`config.mk`:
```
export PLATFORM = sky130hd
export DESIGN_NAME = excl_monitor
export DESIGN_NICKNAME = d
export VERILOG_FILES = /design/src/rtl/excl_monitor.sv
export SDC_FILE = /design/constraint.sdc
export NUM_CORES = 1
export LEC_CHECK = 0
export ABC_AREA = 1
export BUFFER_PORTS_ARGS = -buffer_cell sky130_fd_sc_hd__buf_4
export CORE_MARGIN = 2
export CORE_UTILIZATION = 54
export CTS_CLUSTER_DIAMETER = 200
export DETAILED_ROUTE_END_ITERATION = 10
export GPL_ROUTABILITY_DRIVEN = 0
export PLACE_DENSITY = 0.8
export SETUP_SLACK_MARGIN = 0.3
export SLEW_MARGIN = 10
export SYNTH_ARGS = -nofsm -noshare
export SYNTH_HDL_FRONTEND = slang
export SYNTH_SLANG_ARGS = --single-unit
```
`constraint.sdc`:
```
create_clock -name clk -period 1.4 [get_ports clk]
set_input_delay 0.07 -clock clk [delete_from_list [all_inputs] [get_ports clk]]
set_output_delay 0.07 -clock clk [all_outputs]
set_load 0.02 [all_outputs]
```
`src/rtl/excl_monitor.sv`:
```
module excl_monitor #(
  parameter int ADDR_W = 32
) (
  input  logic              clk,
  input  logic              rst_n,
  input  logic              ld_excl,
  input  logic              st_excl,
  input  logic              clr_excl,
  input  logic              exc_entry,
  input  logic [ADDR_W-1:0] addr,
  input  logic [1:0]        size,
  output logic              wr_en,
  output logic              st_fail,
  output logic              st_done
);
  localparam logic [1:0] SIZE_RSVD = 2'd3;

  logic              armed;
  logic [ADDR_W-1:0] rsv_addr;
  logic [1:0]        rsv_size;
  logic              hit;
  logic              drop;

  assign hit   = armed && (addr == rsv_addr) && (size == rsv_size) && !exc_entry;
  assign wr_en = st_excl && hit;
  assign drop  = st_excl || clr_excl || exc_entry;

  always_ff @(posedge clk or negedge rst_n) begin
    if (!rst_n) begin
      armed    <= 1'b0;
      rsv_addr <= '0;
      rsv_size <= '0;
      st_done  <= 1'b0;
      st_fail  <= 1'b0;
    end else begin
      st_done <= st_excl;
      if (st_excl) st_fail <= !hit;
      if (drop)
        armed <= 1'b0;
      else if (ld_excl)
        armed <= (size != SIZE_RSVD);
      if (ld_excl && !drop) begin
        rsv_addr <= addr;
        rsv_size <= size;
      end
    end
  end
endmodule

```
==> flow_summary.yaml <==
sta:
  holdWs_ns: 0.0213
  fmax_mhz: 654
  slew_headroom: 0.690
  period_minus_slack_ns: 1.53
  worst-slew-pin-transition_ns: 0.465
  rsz0062_at_grt: "true"
  setup_viol: 1
  final-hold-violation-count: 0
  finalMaxSlewViolations: 0
  worst_clock_skew_ns: 0.00377
  setup_slack_ns: -0.130
  fin_crit_sh: 1.09
setup_path:
  cp_max_fo: 2
  path_cells: "xor2_1 -> nor2_1 -> nand2_1 -> nor2_2 -> nand3_2 -> nor2_4 -> buf_6"
  worstPathArrival_ns: 1.46
  cp_slowest_cell: "dfrtp_1"
  startpoint_type: "flop"
  worstSetupPathType: "reg2out"
  end_kind: "output pin"
  required_ns: 1.33
  cpPeakStageDelay_ns: 0.40
pwr:
  power_frac_comb: 0.253
  p_leak_nw: 1.42
  ir_drop_mv: 0.819
  clock_power_share: 0.258
  internal_power_mw: 2.07
  power_density_mw_per_mm2: 1130
  power.switching_fraction: 0.286
  pwr-share-seq: 0.489
  p_sw_mw: 0.828
die:
  die-width_um: 65.8
  start_util: 0.564
  io-pin-count: 43
  die_height_um: 65.8
  core_area_sq_mm: 0.00366
  row_count: 22
  die-area_sq_mm: 0.00433
cts:
  cts.htree.levels: 2
  clockRootBuffer: "clkbuf_8"
  clkLatencyLatePin_ns: 0.29
  cts.sinks: 37
  cts_tree: "built"
  cts_buffers: 5
  clk_pin_slew_ns: 0.07
  cts_buffer_depth: 2
layout:
  syn2layout_area_growth_pct: 24.0
  fill_cells: 320
  final_cells: 360
  antenna_cells: 0
  nNetsFinal: 352
  final_area_sq_mm: 0.00256
  regArea_sq_um: 926
  layout-drive-gt1-share: 0.237
  multi_input_area_sq_um: 926
global_routing:
  grt_pass1_wl_um: 6700
  antenna_found_initial: 0
  grt_overflow: 0
  grt_pass1_vias: 1611
  grt_max_degree: 47
  grtUsageTotal: 0.207
outcome:
  violations: "setup timing"
  status: "finished with violations"
synthesis:
  yosysWarnings: 0
  syn_inst: 262
  synth.distinct_cells: 17
  synthesis.area_sq_mm: 0.00206
  syn_avg_cell_area_sq_um: 7.87
  ys_ff_latch: 37
  synth_fp_nets: 302
  synth-seq-area-share: 0.449
drt:
  routed_wl_um: 3770
  first_pass_iters: 4
  postRouteAntennaNets: 0
  vias_per_cell: 4.63
  wire_per_inst_um: 10.5
  drtIter0Drc: 69
  vias: 1666
  drc: 0
place:
  numPortBuffers: 42
  dp.cells: 348
  place_area_sq_mm: 0.00241
  dp_hpwl_um: 2750
  pre_cts_ws_ns: 0.151
run:
  cap_violations: 0
min_path:
  min_path_type: "in2reg"
==> layout make-up <==
type | instances | share of cell area
repair buffers | 49 | 0.153
flip-flops and latches | 37 | 0.362
multi-input cells | 174 | 0.362
well taps | 48 | 0.0235
clock buffers | 7 | 0.0337
inverters | 45 | 0.0660
==> cell usage in the layout, fill, tap and decap left out <==
master and count:
o21ai_0 10, inv_1 45, nor3_2 1, nand2_1 100
o21ai_2 4, o21ai_1 8, clkbuf_1 1, nor2_4 1
dfrtp_1 37, buf_12 1, nor2_1 18, a21oi_1 1
o21bai_1 1, nor2_2 2, mux2_4 12, buf_6 1
nand3_2 1, dlygate4sd3_1 3, nand2_2 1, clkbuf_8 6
nand3_1 2, xor2_1 2, xnor2_1 10, buf_4 44
==> through the flow <==
| step | total power [mW] | utilization | TNS (ns) |
|---|---|---|---|
| after global routing | 3.10 | 0.699 | -0.236 |
| after CTS | 2.91 | 0.693 | -0.135 |
| after floorplan | 1.92 | - | 0 |
| after global placement | 2.11 | 0.659 | 0 |
| final | 2.89 | 0.699 | -0.130 |
| after detailed placement | 2.14 | 0.659 | 0 |
==> kinds of logic (layout without fill, tap and decap cells) <==
| group | after synthesis | after routing | share of synthesized area |
|---|---|---|---|
| XOR/XNOR | 12 | 12 | 0.0509 |
| AND/OR/NAND/NOR | 126 | 126 | 0.235 |
| flip-flops | 37 | 37 | 0.449 |
| AO/OA/AOI/OAI | 24 | 24 | 0.0667 |
| multiplexers | 12 | 12 | 0.0873 |
| buffers and inverters | 51 | 101 | 0.111 |
==> flip-flops by register name, summed over array words and instances, names as in the netlist <==
register	count
armed	1
rsv_addr	32
rsv_size	2
st_done	1
st_fail	1
==> cells in the mapped netlist <==
master / number / area, sq um
o21ai_1: 8 / 40.0
o21bai_1: 1 / 7.51
nand2_2: 1 / 6.26
buf_6: 5 / 56.3
xor2_1: 2 / 17.5
nor3_2: 1 / 10.0
nand3_1: 3 / 15.0
a21oi_1: 1 / 5.00
mux2_4: 12 / 180
o21ai_2: 4 / 35.0
o21ai_0: 10 / 50.1
dfrtp_1: 37 / 926
clkbuf_1: 1 / 3.75
xnor2_1: 10 / 87.6
nand2_1: 100 / 375
inv_1: 45 / 169
nor2_1: 21 / 78.8
==> critical path: cells and delay by family, from the launching register on <==
kind                   cells  cell delay (ns)
buffers and inverters      1             0.12
XOR/XNOR                   1             0.16
AND/OR/NAND/NOR            5             0.50
flip-flops                 1             0.40
==> power by group through the flow <==
| stage | Sequential, mW | Clock, mW | Combinational, mW |
|---|---|---|---|
| after floorplan | 1.40 | 0 | 0.515 |
| after global placement | 1.42 | 0 | 0.687 |
| after detailed placement | 1.43 | 0 | 0.714 |
| after CTS | 1.41 | 0.773 | 0.722 |
| after global routing | 1.44 | 0.823 | 0.840 |
| final | 1.41 | 0.747 | 0.732 |
==> per-layer routing <==
layer / GRT usage / wire length, um / vias up / part of all wire
met3: 0.0767 / 218 / 6 / 0.058
met5: 0 / 0 / - / 0
met4: 0.0625 / 55 / 0 / 0.015
met2: 0.347 / 1770 / 41 / 0.47
li1: - / - / 879 / -
met1: 0.248 / 1720 / 740 / 0.46
==> worst paths after layout <==
path / from / to / slack (ns) / cells past startpoint
max reg2reg: rsv_addr[6] / st_fail / 0.20 / 7
min in group asynchronous: rst_n / rsv_addr[26] / 0.27 / 2
max in group asynchronous: rst_n / rsv_addr[12] / 0.80 / 2
min: addr[18] / rsv_addr[18] / 0.02 / 2
min reg2reg: rsv_addr[5] / rsv_addr[5] / 0.51 / 2
max: rsv_addr[6] / wr_en / -0.13 / 7
==> timing repair <==
item / 4_1_cts / 5_1_grt
gates resized for setup: 2 / 2
pin swaps: 4 / 3
hold endpoints to repair: 39 / 0
hold buffers: 3 / 0
gates cloned: 0 / 0
setup endpoints to repair: 2 / 2
buffers inserted: 0 / 2
Note: power is estimated with default switching activity, not from simulation.
